<file path="src/rtl/cr_unit_pkg.sv">
package cr_unit_pkg;
    localparam int CRU_DEF_W   = 32;
    localparam int CRU_DEF_FLD = 4;

    typedef enum logic [3:0] {
        CRU_NOP   = 4'd0,
        CRU_AND   = 4'd1,
        CRU_OR    = 4'd2,
        CRU_NAND  = 4'd3,
        CRU_XOR   = 4'd4,
        CRU_NOR   = 4'd5,
        CRU_EQV   = 4'd6,
        CRU_ANDC  = 4'd7,
        CRU_ORC   = 4'd8,
        CRU_FCOPY = 4'd9,
        CRU_MMOVE = 4'd10,
        CRU_XCOPY = 4'd11,
        CRU_CMPW  = 4'd12
    } cru_op_e;

    function automatic logic cru_is_bitop(input logic [3:0] op);
        return (op >= 4'd1) && (op <= 4'd8);
    endfunction
endpackage

</file>
<file path="src/rtl/cr_bit_logic.sv">
module cr_bit_logic
    import cr_unit_pkg::*;
#(
    parameter int CR_W   = 32,
    parameter int BIDX_W = $clog2(CR_W)
) (
    input  logic [CR_W-1:0]   cr_i,
    input  logic [3:0]        op_i,
    input  logic [BIDX_W-1:0] ba_i,
    input  logic [BIDX_W-1:0] bb_i,
    input  logic [BIDX_W-1:0] bt_i,
    output logic [CR_W-1:0]   cr_o
);
    logic a_bit;
    logic b_bit;
    logic r_bit;

    always_comb begin
        a_bit = cr_i[CR_W-1-int'(ba_i)];
        b_bit = cr_i[CR_W-1-int'(bb_i)];
        unique case (cru_op_e'(op_i))
            CRU_AND:  r_bit = a_bit & b_bit;
            CRU_OR:   r_bit = a_bit | b_bit;
            CRU_NAND: r_bit = ~(a_bit & b_bit);
            CRU_XOR:  r_bit = a_bit ^ b_bit;
            CRU_NOR:  r_bit = ~(a_bit | b_bit);
            CRU_EQV:  r_bit = ~(a_bit ^ b_bit);
            CRU_ANDC: r_bit = a_bit & ~b_bit;
            CRU_ORC:  r_bit = a_bit | ~b_bit;
            default:  r_bit = cr_i[CR_W-1-int'(bt_i)];
        endcase
        cr_o = cr_i;
        cr_o[CR_W-1-int'(bt_i)] = r_bit;
    end
endmodule

</file>
<file path="src/rtl/cr_field_ins.sv">
module cr_field_ins #(
    parameter int CR_W   = 32,
    parameter int FLD_W  = 4,
    parameter int FIDX_W = $clog2(CR_W/FLD_W)
) (
    input  logic [CR_W-1:0]   cr_i,
    input  logic [FIDX_W-1:0] dst_i,
    input  logic [FLD_W-1:0]  nib_i,
    output logic [CR_W-1:0]   cr_o
);
    always_comb begin
        cr_o = cr_i;
        cr_o[CR_W-1-FLD_W*int'(dst_i) -: FLD_W] = nib_i;
    end
endmodule

</file>
<file path="src/rtl/cr_mask_move.sv">
module cr_mask_move #(
    parameter int CR_W  = 32,
    parameter int FLD_W = 4,
    parameter int NFLD  = CR_W/FLD_W
) (
    input  logic [CR_W-1:0] cr_i,
    input  logic [CR_W-1:0] src_i,
    input  logic [NFLD-1:0] mask_i,
    output logic [CR_W-1:0] cr_o
);
    for (genvar g = 0; g < NFLD; g++) begin : g_nib
        assign cr_o[g*FLD_W +: FLD_W] = mask_i[g] ? src_i[g*FLD_W +: FLD_W]
                                                  : cr_i[g*FLD_W +: FLD_W];
    end
endmodule

</file>
<file path="src/rtl/cr_unit.sv">
module cr_unit
    import cr_unit_pkg::*;
#(
    parameter int CR_W   = CRU_DEF_W,
    parameter int FLD_W  = CRU_DEF_FLD,
    parameter int NFLD   = CR_W/FLD_W,
    parameter int BIDX_W = $clog2(CR_W),
    parameter int FIDX_W = $clog2(NFLD)
) (
    input  logic              clk,
    input  logic              rst,
    input  logic              valid_i,
    input  logic [3:0]        op_i,
    input  logic [BIDX_W-1:0] ba_i,
    input  logic [BIDX_W-1:0] bb_i,
    input  logic [BIDX_W-1:0] bt_i,
    input  logic [FIDX_W-1:0] bf_i,
    input  logic [FIDX_W-1:0] bfa_i,
    input  logic [NFLD-1:0]   fxm_i,
    input  logic [CR_W-1:0]   src_i,
    input  logic [FLD_W-1:0]  xer_hi_i,
    input  logic [FLD_W-2:0]  cmp_i,
    input  logic              so_i,
    output logic [CR_W-1:0]   cr_o
);
    logic [CR_W-1:0]  cr_q;
    logic [CR_W-1:0]  cr_nxt;
    logic [CR_W-1:0]  bit_res;
    logic [CR_W-1:0]  fld_res;
    logic [CR_W-1:0]  mov_res;
    logic [FLD_W-1:0] fld_data;

    cr_bit_logic #(.CR_W(CR_W), .BIDX_W(BIDX_W)) u_bit (
        .cr_i(cr_q), .op_i(op_i), .ba_i(ba_i), .bb_i(bb_i), .bt_i(bt_i),
        .cr_o(bit_res)
    );

    always_comb begin
        unique case (cru_op_e'(op_i))
            CRU_XCOPY: fld_data = xer_hi_i;
            CRU_CMPW:  fld_data = {cmp_i, so_i};
            default:   fld_data = cr_q[CR_W-1-FLD_W*int'(bfa_i) -: FLD_W];
        endcase
    end

    cr_field_ins #(.CR_W(CR_W), .FLD_W(FLD_W), .FIDX_W(FIDX_W)) u_fld (
        .cr_i(cr_q), .dst_i(bf_i), .nib_i(fld_data), .cr_o(fld_res)
    );

    cr_mask_move #(.CR_W(CR_W), .FLD_W(FLD_W), .NFLD(NFLD)) u_mov (
        .cr_i(cr_q), .src_i(src_i), .mask_i(fxm_i), .cr_o(mov_res)
    );

    always_comb begin
        cr_nxt = cr_q;
        if (valid_i) begin
            if (cru_is_bitop(op_i)) begin
                cr_nxt = bit_res;
            end else begin
                unique case (cru_op_e'(op_i))
                    CRU_FCOPY, CRU_XCOPY, CRU_CMPW: cr_nxt = fld_res;
                    CRU_MMOVE:                      cr_nxt = mov_res;
                    default:                        cr_nxt = cr_q;
                endcase
            end
        end
    end

    always_ff @(posedge clk) begin
        if (rst) cr_q <= '0;
        else     cr_q <= cr_nxt;
    end

    assign cr_o = cr_q;
endmodule

</file>
<file path="config.mk">
export PLATFORM = sky130hd
export DESIGN_NAME = cr_unit
export DESIGN_NICKNAME = d
export VERILOG_FILES = /design/src/rtl/cr_unit_pkg.sv /design/src/rtl/cr_bit_logic.sv /design/src/rtl/cr_field_ins.sv /design/src/rtl/cr_mask_move.sv /design/src/rtl/cr_unit.sv
export SDC_FILE = /design/constraint.sdc
export NUM_CORES = 1
export LEC_CHECK = 0
export BUFFER_PORTS_ARGS = -buffer_cell sky130_fd_sc_hd__clkbuf_2
export CAP_MARGIN = 20
export CORE_MARGIN = 5
export CORE_UTILIZATION = 40
export DETAILED_ROUTE_END_ITERATION = 8
export GPL_ROUTABILITY_DRIVEN = 0
export GPL_TIMING_DRIVEN = 0
export PLACE_DENSITY_LB_ADDON = 0.3
export SLEW_MARGIN = 20
export SYNTH_ARGS = -nofsm -noshare
export SYNTH_HDL_FRONTEND = slang
export SYNTH_HIERARCHICAL = 1
export SYNTH_SLANG_ARGS = --single-unit
</file>
<file path="constraint.sdc">
create_clock -name clk -period 7.3 [get_ports clk]
set_input_delay 0.365 -clock clk [delete_from_list [all_inputs] [get_ports clk]]
set_output_delay 0.365 -clock clk [all_outputs]
set_load 0.01 [all_outputs]
</file>
=== Word-level counts from Yosys, hierarchy flattened ===
Cells that the tools add are included.

* Bits in registers: 32
* Memories: 0
* Latch bits: 0
* Bits in read-only memories: 0
* Bits in writable memories: 0
* Output and inout port bits: 32
* Input port bits: 76

* Reductions and logical operators: 12
* Shift-type cells: 3
* Divide/modulo/power cells: 0
* Multiplexer cells: 25
* Add/sub/neg operators: 6
* Bitwise logic cells: 9
* Magnitude comparators: 6
* $mul: 0
* Eq/ne operators: 20

{| class="wikitable"
|+ Operator list
! kind !! number
|-
| $lt 32x7->1 const B || 3
|-
| $bwmux 32 || 2
|-
| $pmux 32 s2 || 1
|-
| $shift 4x33->35 const A || 1
|-
| $shiftx 35x6->4 || 1
|-
| $shiftx 4x33->35 || 1
|-
| $neg 32->33 || 1
|-
| $ge 32x1->1 const B || 1
|-
| $mux 32 || 1
|-
| $mux 4 || 8
|-
| $sub 5x5->6 const A || 5
|-
| $ne 3x3->1 const B || 8
|-
| $reduce_and 3->1 || 8
|-
| $eq 4x4->1 const B || 5
|-
| $eq 4x3->1 const B || 4
|-
| $bmux 1 s5 || 3
|-
| $eq 4x2->1 const B || 2
|-
| $pmux 1 s8 || 1
|-
| $pmux 4 s2 || 1
|-
| $mux 1 || 7
|-
| $demux 1 s5 || 1
|-
| $eq 4x1->1 const B || 1
|-
| $ge 4x1->1 const B || 1
|-
| $le 4x4->1 const B || 1
|-
| other kinds (7) || 13
|}

=== Depth between registers and ports, before layout ===
Gate-level depths: netlist of run 1.

* Depth after elaboration: 9
* Gate-level depth with buffers: 14

=== Cells and area by module ===
Netlist of run 1, hierarchy kept.

{| class="wikitable"
|+ By module, submodules not included
! module !! cells each !! instances !! area an instance (sq um)
|-
| cr_unit || 266 || 1 || 2682.6
|-
| cr_bit_logic || 241 || 1 || 1941.9
|-
| cr_field_ins || 40 || 1 || 430.4
|-
| cr_mask_move || 32 || 1 || 360.3
|}

=== Least setup slack after synthesis of run 1 ===
No wires, ideal clock.

* Kind: input-to-reg
* Start point: input port ba_i[0]
* End point: register cr_q[14] (netlist: cr_o[14])
* Slack: 3.469 ns
* Data required time: 7.219 ns
* Stages: 13
* Arrival time: 3.750 ns
* Setup time: 0.081 ns
* Cells stage by stage: buf_2 > mux4_2 > mux4_2 > mux2i_1 > inv_1 > ha_1 > nor2_1 > a21oi_1 > a2111oi_2 > nor2_1 > o41ai_1 > a221oi_2 > a211oi_2

* Longest elaborated chain between the ends: 9
* Elaborated cells between the ends (all ways): 15

{| class="wikitable"
|+ RTL lines
! item !! RTL line !! RTL
|-
| start, declared || cr_unit.sv:14 || <nowiki>input logic [BIDX_W-1:0] ba_i,</nowiki>
|-
| $sub 5x5->6 (*) || cr_bit_logic.sv:19 || <nowiki>a_bit = cr_i[CR_W-1-int'(ba_i)];</nowiki>
|-
| $bmux 1 s5 (*) || cr_bit_logic.sv:19 ||
|-
| $mux 1 (not written as such) (*) (2 in series) || cr_bit_logic.sv:19 ||
|-
| $xor 1x1->1, or another cell as far along || cr_bit_logic.sv:25, cr_bit_logic.sv:27 ||
|-
| $not 1->1 (on tied branches) || cr_bit_logic.sv:27, cr_bit_logic.sv:24, cr_bit_logic.sv:26 ||
|-
| $pmux 1 s8 (*) || cr_bit_logic.sv:21 || <nowiki>unique case (cru_op_e'(op_i))</nowiki>
|-
| $bwmux 32 (*) || cr_bit_logic.sv:33 || <nowiki>cr_o[CR_W-1-int'(bt_i)] = r_bit;</nowiki>
|-
| via bit_res[14] || cr_unit.sv:28 || <nowiki>logic [CR_W-1:0] bit_res;</nowiki>
|-
| $mux 32 (*) || cr_unit.sv:57 || <nowiki>if (cru_is_bitop(op_i)) begin</nowiki>
|-
| end signal, assigned || cr_unit.sv:71 || <nowiki>else cr_q <= cr_nxt;</nowiki>
|-
| end, declared || cr_unit.sv:26 || <nowiki>logic [CR_W-1:0] cr_q;</nowiki>
|}

The timed path passes the listed nets; every way through them passes the cells marked *. The select of a mux whose other input is x is not followed.
A chain may end at the register's enable or synchronous reset.

=== Worst setup path in the final report of run 1 ===
* Start point: register cr_q[20] (netlist: cr_o[20])
* End point: register cr_q[5] (netlist: cr_o[5])

* Longest elaborated chain between the ends: 8
* Elaborated cells between the ends (all ways): 26

{| class="wikitable"
|+ RTL lines
! item !! RTL line !! RTL
|-
| $bmux 1 s5 (on tied branches) || cr_bit_logic.sv:20, cr_bit_logic.sv:19 ||
|-
| $mux 1 (on tied branches) (2 in series) || cr_bit_logic.sv:20, cr_bit_logic.sv:19 ||
|-
| $not 1->1, or another cell as far along || cr_bit_logic.sv:28, cr_bit_logic.sv:29 ||
|-
| $or 1x1->1, or another cell as far along || cr_bit_logic.sv:29 || <nowiki>CRU_ORC: r_bit = a_bit | ~b_bit;</nowiki>
|-
| $pmux 1 s8 (*) || cr_bit_logic.sv:21 ||
|-
| $bwmux 32 (*) || cr_bit_logic.sv:33 ||
|-
| via bit_res[5] || cr_unit.sv:28 ||
|-
| $mux 32 (*) || cr_unit.sv:57 ||
|}

Marked as above.

==> metrics, run 1 <==
Net Sw Frac between 40 and 50%; number of flip-flops in the largest register 32; clock latency on the worst-skew pair between 0.2 and 0.3 ns; DR DRC count 0; Rel. slew slack 34.9%; Least-Margin Pin Slew 0.977 ns; Die W between 100 and 150 µm; #FFs+latches synth 32; fin cells approximately 860; Max Root-Sink Buffers 2; Core Box Area around 13,000 µm²; Seq/Total Area, Yosys between 10% and 20%; Resize count post-CTS 0; FF-to-FF setup slack 2.90 ns; P_sw around 0.36 mW; CP arrival 4.61 ns; hold path startpoint rst; skew final approximately 0.0066 ns; Root Buffer clkbuf_16; Final Net Count 766; GRT Resource Usage Total about 24%; 1st-pass router iterations 5; final hold vios 0; yosys warns 6; Setup-failing EPs final 0; Pwr Density about 140 nW/µm²; Hold Worst Slack between 0.3 and 0.4 ns; diode count 0; power share of the clock group 27.6%; post-synth cell types 54; CTS H-tree depth 2; GRT overflow 0; synthesis-to-layout area growth 16.6%; CP Max Fanout 9; Avg Vias per Cell 6.69; sum of routed wire length over all layers 20,300 µm; worst vdd ir 0.0884 mV; via count 5,771; endpoint class of the critical path register; critical register-to-register path startpoint cr_o[20]; first-pass GRT wire length 31,400 µm; Starting Density between 40% and 50%; sequential power share between 20% and 30%; # IOs between 100 and 150; post-synth top area cell dfxtp_1; asr flop ratio synth 0%; Peak Freq approximately 230 MHz; Critical R2R Capture cr_o[5]; share of cells above drive strength 1 around 40%; vias in the first global route between 5k and 6k; die area between 15,000 and 20,000 µm²; PortBufs 100; Clock Sink Count 32; number of synthesized flops with an enable pin 0; Startpoint Class register; Most used DFF post-synth dfxtp_1; Rows 42; post-CTS setup buffer count 0; syn_area_per_cell slightly above 9 µm²; largest net degree at the start of global routing 14; Worst Hold Depth 2; DP Worst Slack about 2.4 ns; crit path launch cr_o[20]; Int Pwr ~0.54 mW; initial antenna violation count 1; syn nets ~660; CTS tree done; total power just under 0.9 mW; outcome finished clean; 1st-iter DRT viols slightly below 700; synth top area cells dfxtp_1 12%, mux4_2 11%, a221oi_2 8.3%; die height 126 µm; Lkg Pwr between 2 and 3 nW; final core utilization around 48%; Routed WL per cell between 20 and 25 µm; fin worst setup slack just under 3 ns; Hold Path Sink cr_o[17]; Tmin final ~4.4 ns; Final Cell Area 6310 µm²; critical path class reg2reg; Slew Limit Fails 0; Detail Route Antenna Nets 0; setup TNS 0 ns; CTS clk-pin slew, worst paths 0.06 ns; share of total power in combinational logic a little under half; RSZ-0062 raised after global routing no; Post-DP Area slightly above 6000 µm²; Post-CTS Hold Buffers 0; Tcrit/Tclk final approximately 60%; Num CTS Buffers 5; post-synth top area share approximately an eighth; Cells after DPL about 860; Min-Delay Path Class in2reg; CP required roughly 7.5 ns; post-DP HPWL between 15,000 and 20,000 µm; Max-cap violations 0; Synth Instances 579; Worst R2R Path Depth 12; Cell Area, Synth roughly 5400 µm²
[area by class of cell]
class                           count  area (µm²)
Fill cell                        1288        6930
Multi-Input combinational cell    484        4430
Timing Repair Buffer              100         500
Sequential cell                    32         641
Tap cell                          176         220
Clock buffer                        6         129
Buffer                             57         334
Inverter                            6        22.5
Clock inverter                      2        35.0
[Yosys cell counts (2+ instances only)]
| cell type | count |
|---|---|
| clkbuf_1 | 24 |
| nor3b_1 | 3 |
| dfxtp_1 | 32 |
| a22o_1 | 37 |
| a221oi_2 | 30 |
| nor2_1 | 50 |
| ha_1 | 4 |
| nor3b_2 | 3 |
| buf_2 | 15 |
| or2_2 | 2 |
| buf_1 | 4 |
| mux2_2 | 35 |
| mux2_1 | 34 |
| buf_6 | 13 |
| and3_1 | 33 |
| nand3b_1 | 4 |
| a32o_1 | 4 |
| a211oi_2 | 30 |
| o21ai_0 | 9 |
| nand2b_1 | 31 |
| inv_1 | 6 |
| and2_1 | 3 |
| nand2_1 | 27 |
| nor2b_1 | 5 |
| a211oi_1 | 4 |
| nand3_1 | 7 |
| o41ai_1 | 8 |
| o31ai_1 | 24 |
| a32oi_1 | 2 |
| a221oi_1 | 2 |
| mux2i_1 | 16 |
| nor3_1 | 5 |
| a22oi_1 | 4 |
| a21oi_2 | 10 |
| mux4_2 | 27 |
| a31oi_1 | 14 |
[cells by family after synthesis]
group	count (synthesis)	synth area share (%)
AOI/OAI and AO/OA	184	33.4
buffers and inverters	63	6.58
adders and majority gates	4	0.924
xor gates and xnor gates	2	0.462
muxes	112	28.5
and+or+nand+nor	182	18.2
DFF	32	11.8
[how the worst max path moves through the flow]
stage,end
after floorplan,cr_o[14]
after global placement,cr_o[6]
after detailed placement,cr_o[6]
after CTS,cr_o[6]
after global routing,cr_o[5]
final,cr_o[5]
[metal layers]
layer,global-route usage [%],wire length [µm],vias to the layer above
met1,33.6,8090,2754
met5,0,18,-
li1,-,-,2548
met4,10.8,898,2
met3,4.37,2230,77
met2,37.6,9010,390
[placed cells by master (no fill, tap or decap), drive strengths merged, types with 14 or more instances in the layout]
master	instances
a211oi	34
clkbuf	130
nand2	27
mux2	69
a22o	37
o31ai	24
dfxtp	32
nand2b	31
a31oi	14
nor2	51
mux2i	16
a221oi	32
mux4	27
and3	33
buf	33
[power groups by stage]
stage	clock network, mW	logic [mW]	registers (mW)
3_5_place_dp	0	0.401	0.236
5_1_grt	0.254	0.439	0.237
6_report	0.247	0.412	0.235
2_1_floorplan	0	0.282	0.222
3_3_place_gp	0	0.391	0.234
4_1_cts	0.249	0.403	0.232
[critical path, cell delays in order (launching register included)]
cell and delay, ns:
dfxtp_1 0.45, mux4_2 0.52, mux4_2 0.51, mux2i_1 0.28, inv_1 0.11, ha_1 0.20, nor2_1 0.10, a21oi_1 0.08
a2111oi_4 0.75, nor2_1 0.32, o41ai_1 0.60, a221oi_2 0.17, a211oi_2 0.23
(Power assumes the default switching activity.)
==> run 2, diff against run 1 <==
Settings changed: ABC_AREA set to 1.
Clock period 7.3 ns to 4.2 ns, I/O delays scaled along.
==> metrics, run 2 <==
synthesis-to-layout area growth 15.3% (was 16.6%); worst vdd ir 0.134 mV (was 0.0884 mV); Post-CTS Hold Buffers 0 (unchanged); CP arrival 3.45 ns (was 4.61 ns); most frequent cell after synthesis nand2_1 (was nor2_1); Peak Freq 306 MHz (was 227 MHz); Worst Hold Depth 4 (was 2); Rows 44 (was 42); Cell Area, Synth 5850 µm² (was 5420 µm²); sum of routed wire length over all layers 22,900 µm (was 20,300 µm); Final Net Count 1,315 (was 766); Max Root-Sink Buffers 2 (unchanged); Slew Limit Fails 0 (unchanged); CTS clk-pin slew, worst paths 0.05 ns (was 0.06 ns); initial antenna violation count 0 (was 1); Least-Margin Pin Slew 0.617 ns (was 0.977 ns); Pwr Density 227 nW/µm² (was 142 nW/µm²); synth top area cells nand2_1 30%, nand3_1 13%, dfxtp_1 11% (was dfxtp_1 12%, mux4_2 11%, a221oi_2 8.3%); PortBufs 100 (unchanged); asr flop ratio synth 0% (unchanged); number of flip-flops in the largest register 32 (unchanged); post-CTS setup buffer count 0 (unchanged); Max-cap violations 0 (unchanged); post-synth top area share 29.6% (was 11.8%); Min-Delay Path Class in2reg (unchanged); Routed WL per cell 16.1 µm (was 23.5 µm); syn nets 1,208 (was 659); # IOs 108 (unchanged); Seq. cell area 641 µm² (unchanged); die area 17,100 µm² (was 16,000 µm²); Lkg Pwr 3.61 nW (was 2.60 nW); Seq/Total Area, Yosys 11.0% (was 11.8%); outcome finished clean (unchanged); Clock Sink Count 32 (unchanged); clock latency on the worst-skew pair 0.28 ns (was 0.29 ns); total power 1.53 mW (was 0.894 mW); Setup-failing EPs final 0 (unchanged); Startpoint Class register (unchanged); critical path class reg2reg (unchanged); setup TNS 0 ns (unchanged); syn_area_per_cell 5.19 µm² (was 9.35 µm²); fin worst setup slack 0.928 ns (was 2.90 ns); largest net degree at the start of global routing 11 (was 14); multi-input logic area 4260 µm² (was 4430 µm²); vias in the first global route 6,849 (was 5,720); Most used DFF post-synth dfxtp_1 (unchanged); fill count 1,606 (was 1,288); Tmin final 3.27 ns (was 4.40 ns); Detail Route Antenna Nets 0 (unchanged); share of cells above drive strength 1 18.0% (was 40.6%); Resize count post-CTS 0 (unchanged); diode count 0 (unchanged); CP required 4.38 ns (was 7.51 ns); post-synth top area cell nand2_1 (was dfxtp_1); final hold vios 0 (unchanged); #FFs+latches synth 32 (unchanged); Avg Vias per Cell 5.39 (was 6.69); Tcrit/Tclk final 77.9% (was 60.3%); endpoint class of the critical path register (unchanged); Synth Instances 1,128 (was 579); number of synthesized flops with an enable pin 0 (unchanged); GRT overflow 0 (unchanged); GRT Resource Usage Total 26.1% (was 24.5%); Post-DP Area 6580 µm² (was 6140 µm²); Final Cell Area 6740 µm² (was 6310 µm²); 1st-pass router iterations 8 (was 5); DR DRC count 0 (unchanged); Worst R2R Path Depth 21 (was 12); RSZ-0062 raised after global routing no (unchanged); CTS tree done (unchanged); Core Box Area 14,400 µm² (was 13,200 µm²); post-synth cell types 33 (was 54); skew final 0.00552 ns (was 0.00663 ns); Starting Density 40.6% (was 40.9%); commonest cells after routing, fill and taps aside 461 x nand2_1, 152 x nand3_1, 108 x inv_1 (was 100 x clkbuf_2, 50 x nor2_1, 37 x a22o_1); top post-synthesis cells by count 461 x nand2_1, 152 x nand3_1, 108 x inv_1, 71 x nor2_1, 68 x o21ai_0 (was 50 x nor2_1, 37 x a22o_1, 35 x mux2_2, 34 x mux2_1, 33 x and3_1); die height 131 µm (was 126 µm); yosys warns 6 (unchanged); CTS H-tree depth 2 (unchanged); post-DP HPWL 17,200 µm (was 15,000 µm); first-pass GRT wire length 35,400 µm (was 31,400 µm); Root Buffer clkbuf_16 (unchanged); via count 7,658 (was 5,771); CP Max Fanout 10 (was 9); Die W 131 µm (was 126 µm); 1st-iter DRT viols 1,003 (was 676); Rel. slew slack 58.8% (was 34.9%); DP Worst Slack 1.01 ns (was 2.40 ns); Num CTS Buffers 5 (unchanged); commonest non-fill, non-tap cell in the layout nand2_1 (was clkbuf_2)
run 2: cell count changes in the layout (fill, tap and decap cells not counted), moves of 37 or more:
cell | before | now
o21ai_0 | 9 | 68
a22o_1 | 37 | 0
a21oi_1 | 1 | 44
nand2_1 | 27 | 461
nand3_1 | 7 | 152
inv_1 | 6 | 108
run 2: power by group:
part / switching (mW) / internal, mW
clock: 0.130 / 0.279
sequential: 0.107 / 0.330
combinational: 0.435 / 0.248
total: 0.672 / 0.857
run 2: cell families (layout without fill, tap and decap cells):
kind of cell               Yosys count  count (layout)  share of synthesized area (%)
buffers and inverters              188             296                           16.3
and+or+nand+nor                    772             772                           60.1
AOI/OAI and AO/OA                  131             131                           11.6
DFF                                 32              32                           11.0
xor gates and xnor gates             1               1                          0.150
adders and majority gates            4               4                          0.856
run 2: layout make-up:
cell class,count,area share (%)
clock buffers,6,1.91
plain buffers,64,6.86
inverters,124,7.24
well taps,184,3.41
flip-flops and latches,32,9.50
multi-input cells,908,63.1
clock inverters,2,0.519
repair buffers,100,7.42
run 2: worst paths after layout:
check | startpoint | end | slack [ns]
setup / recovery | cr_o[13] | cr_o[29] | 0.93
hold / removal | rst | cr_o[18] | 0.30
setup reg to reg | cr_o[13] | cr_o[29] | 0.93
hold reg to reg | cr_o[1] | cr_o[1] | 0.74
run 2: layer usage:
layer | part of all wire [%] | up-vias | wire length [µm] | track usage (%)
met5 | 0 | - | 0 | 0
met4 | 4.1 | 0 | 947 | 9.38
met3 | 9.6 | 74 | 2190 | 3.66
met2 | 43 | 416 | 9860 | 42.5
met1 | 43 | 3359 | 9890 | 35.2
li1 | - | 3809 | - | -
run 2: worst max-delay path, cell delays in order, from the launching register on:
cell and delay [ns]:
dfxtp_1 0.64, inv_1 0.18, o21ai_0 0.19, nand3_1 0.09
nand2_1 0.09, nand2_1 0.05, nand2_1 0.05, nand2_1 0.04
nand2_1 0.11, inv_1 0.07, ha_1 0.30, nand3_1 0.08
o21ai_0 0.08, nor2_1 0.11, nand3_1 0.26, buf_4 0.31
nand3_2 0.08, nand2_1 0.06, nand3_1 0.15, nand3_1 0.12
nand2_1 0.07, inv_1 0.04
run 2: stage by stage:
step / cells / utilization [%] / hold slack [ns]
floorplan: 1128 / - / 0.355
global placement: 1412 / 45.6 / 0.579
detailed placement: 1412 / 45.6 / 0.581
CTS: 1420 / 46.8 / 0.290
global route: 1420 / 46.8 / 0.323
finish: 1420 / 46.8 / 0.301
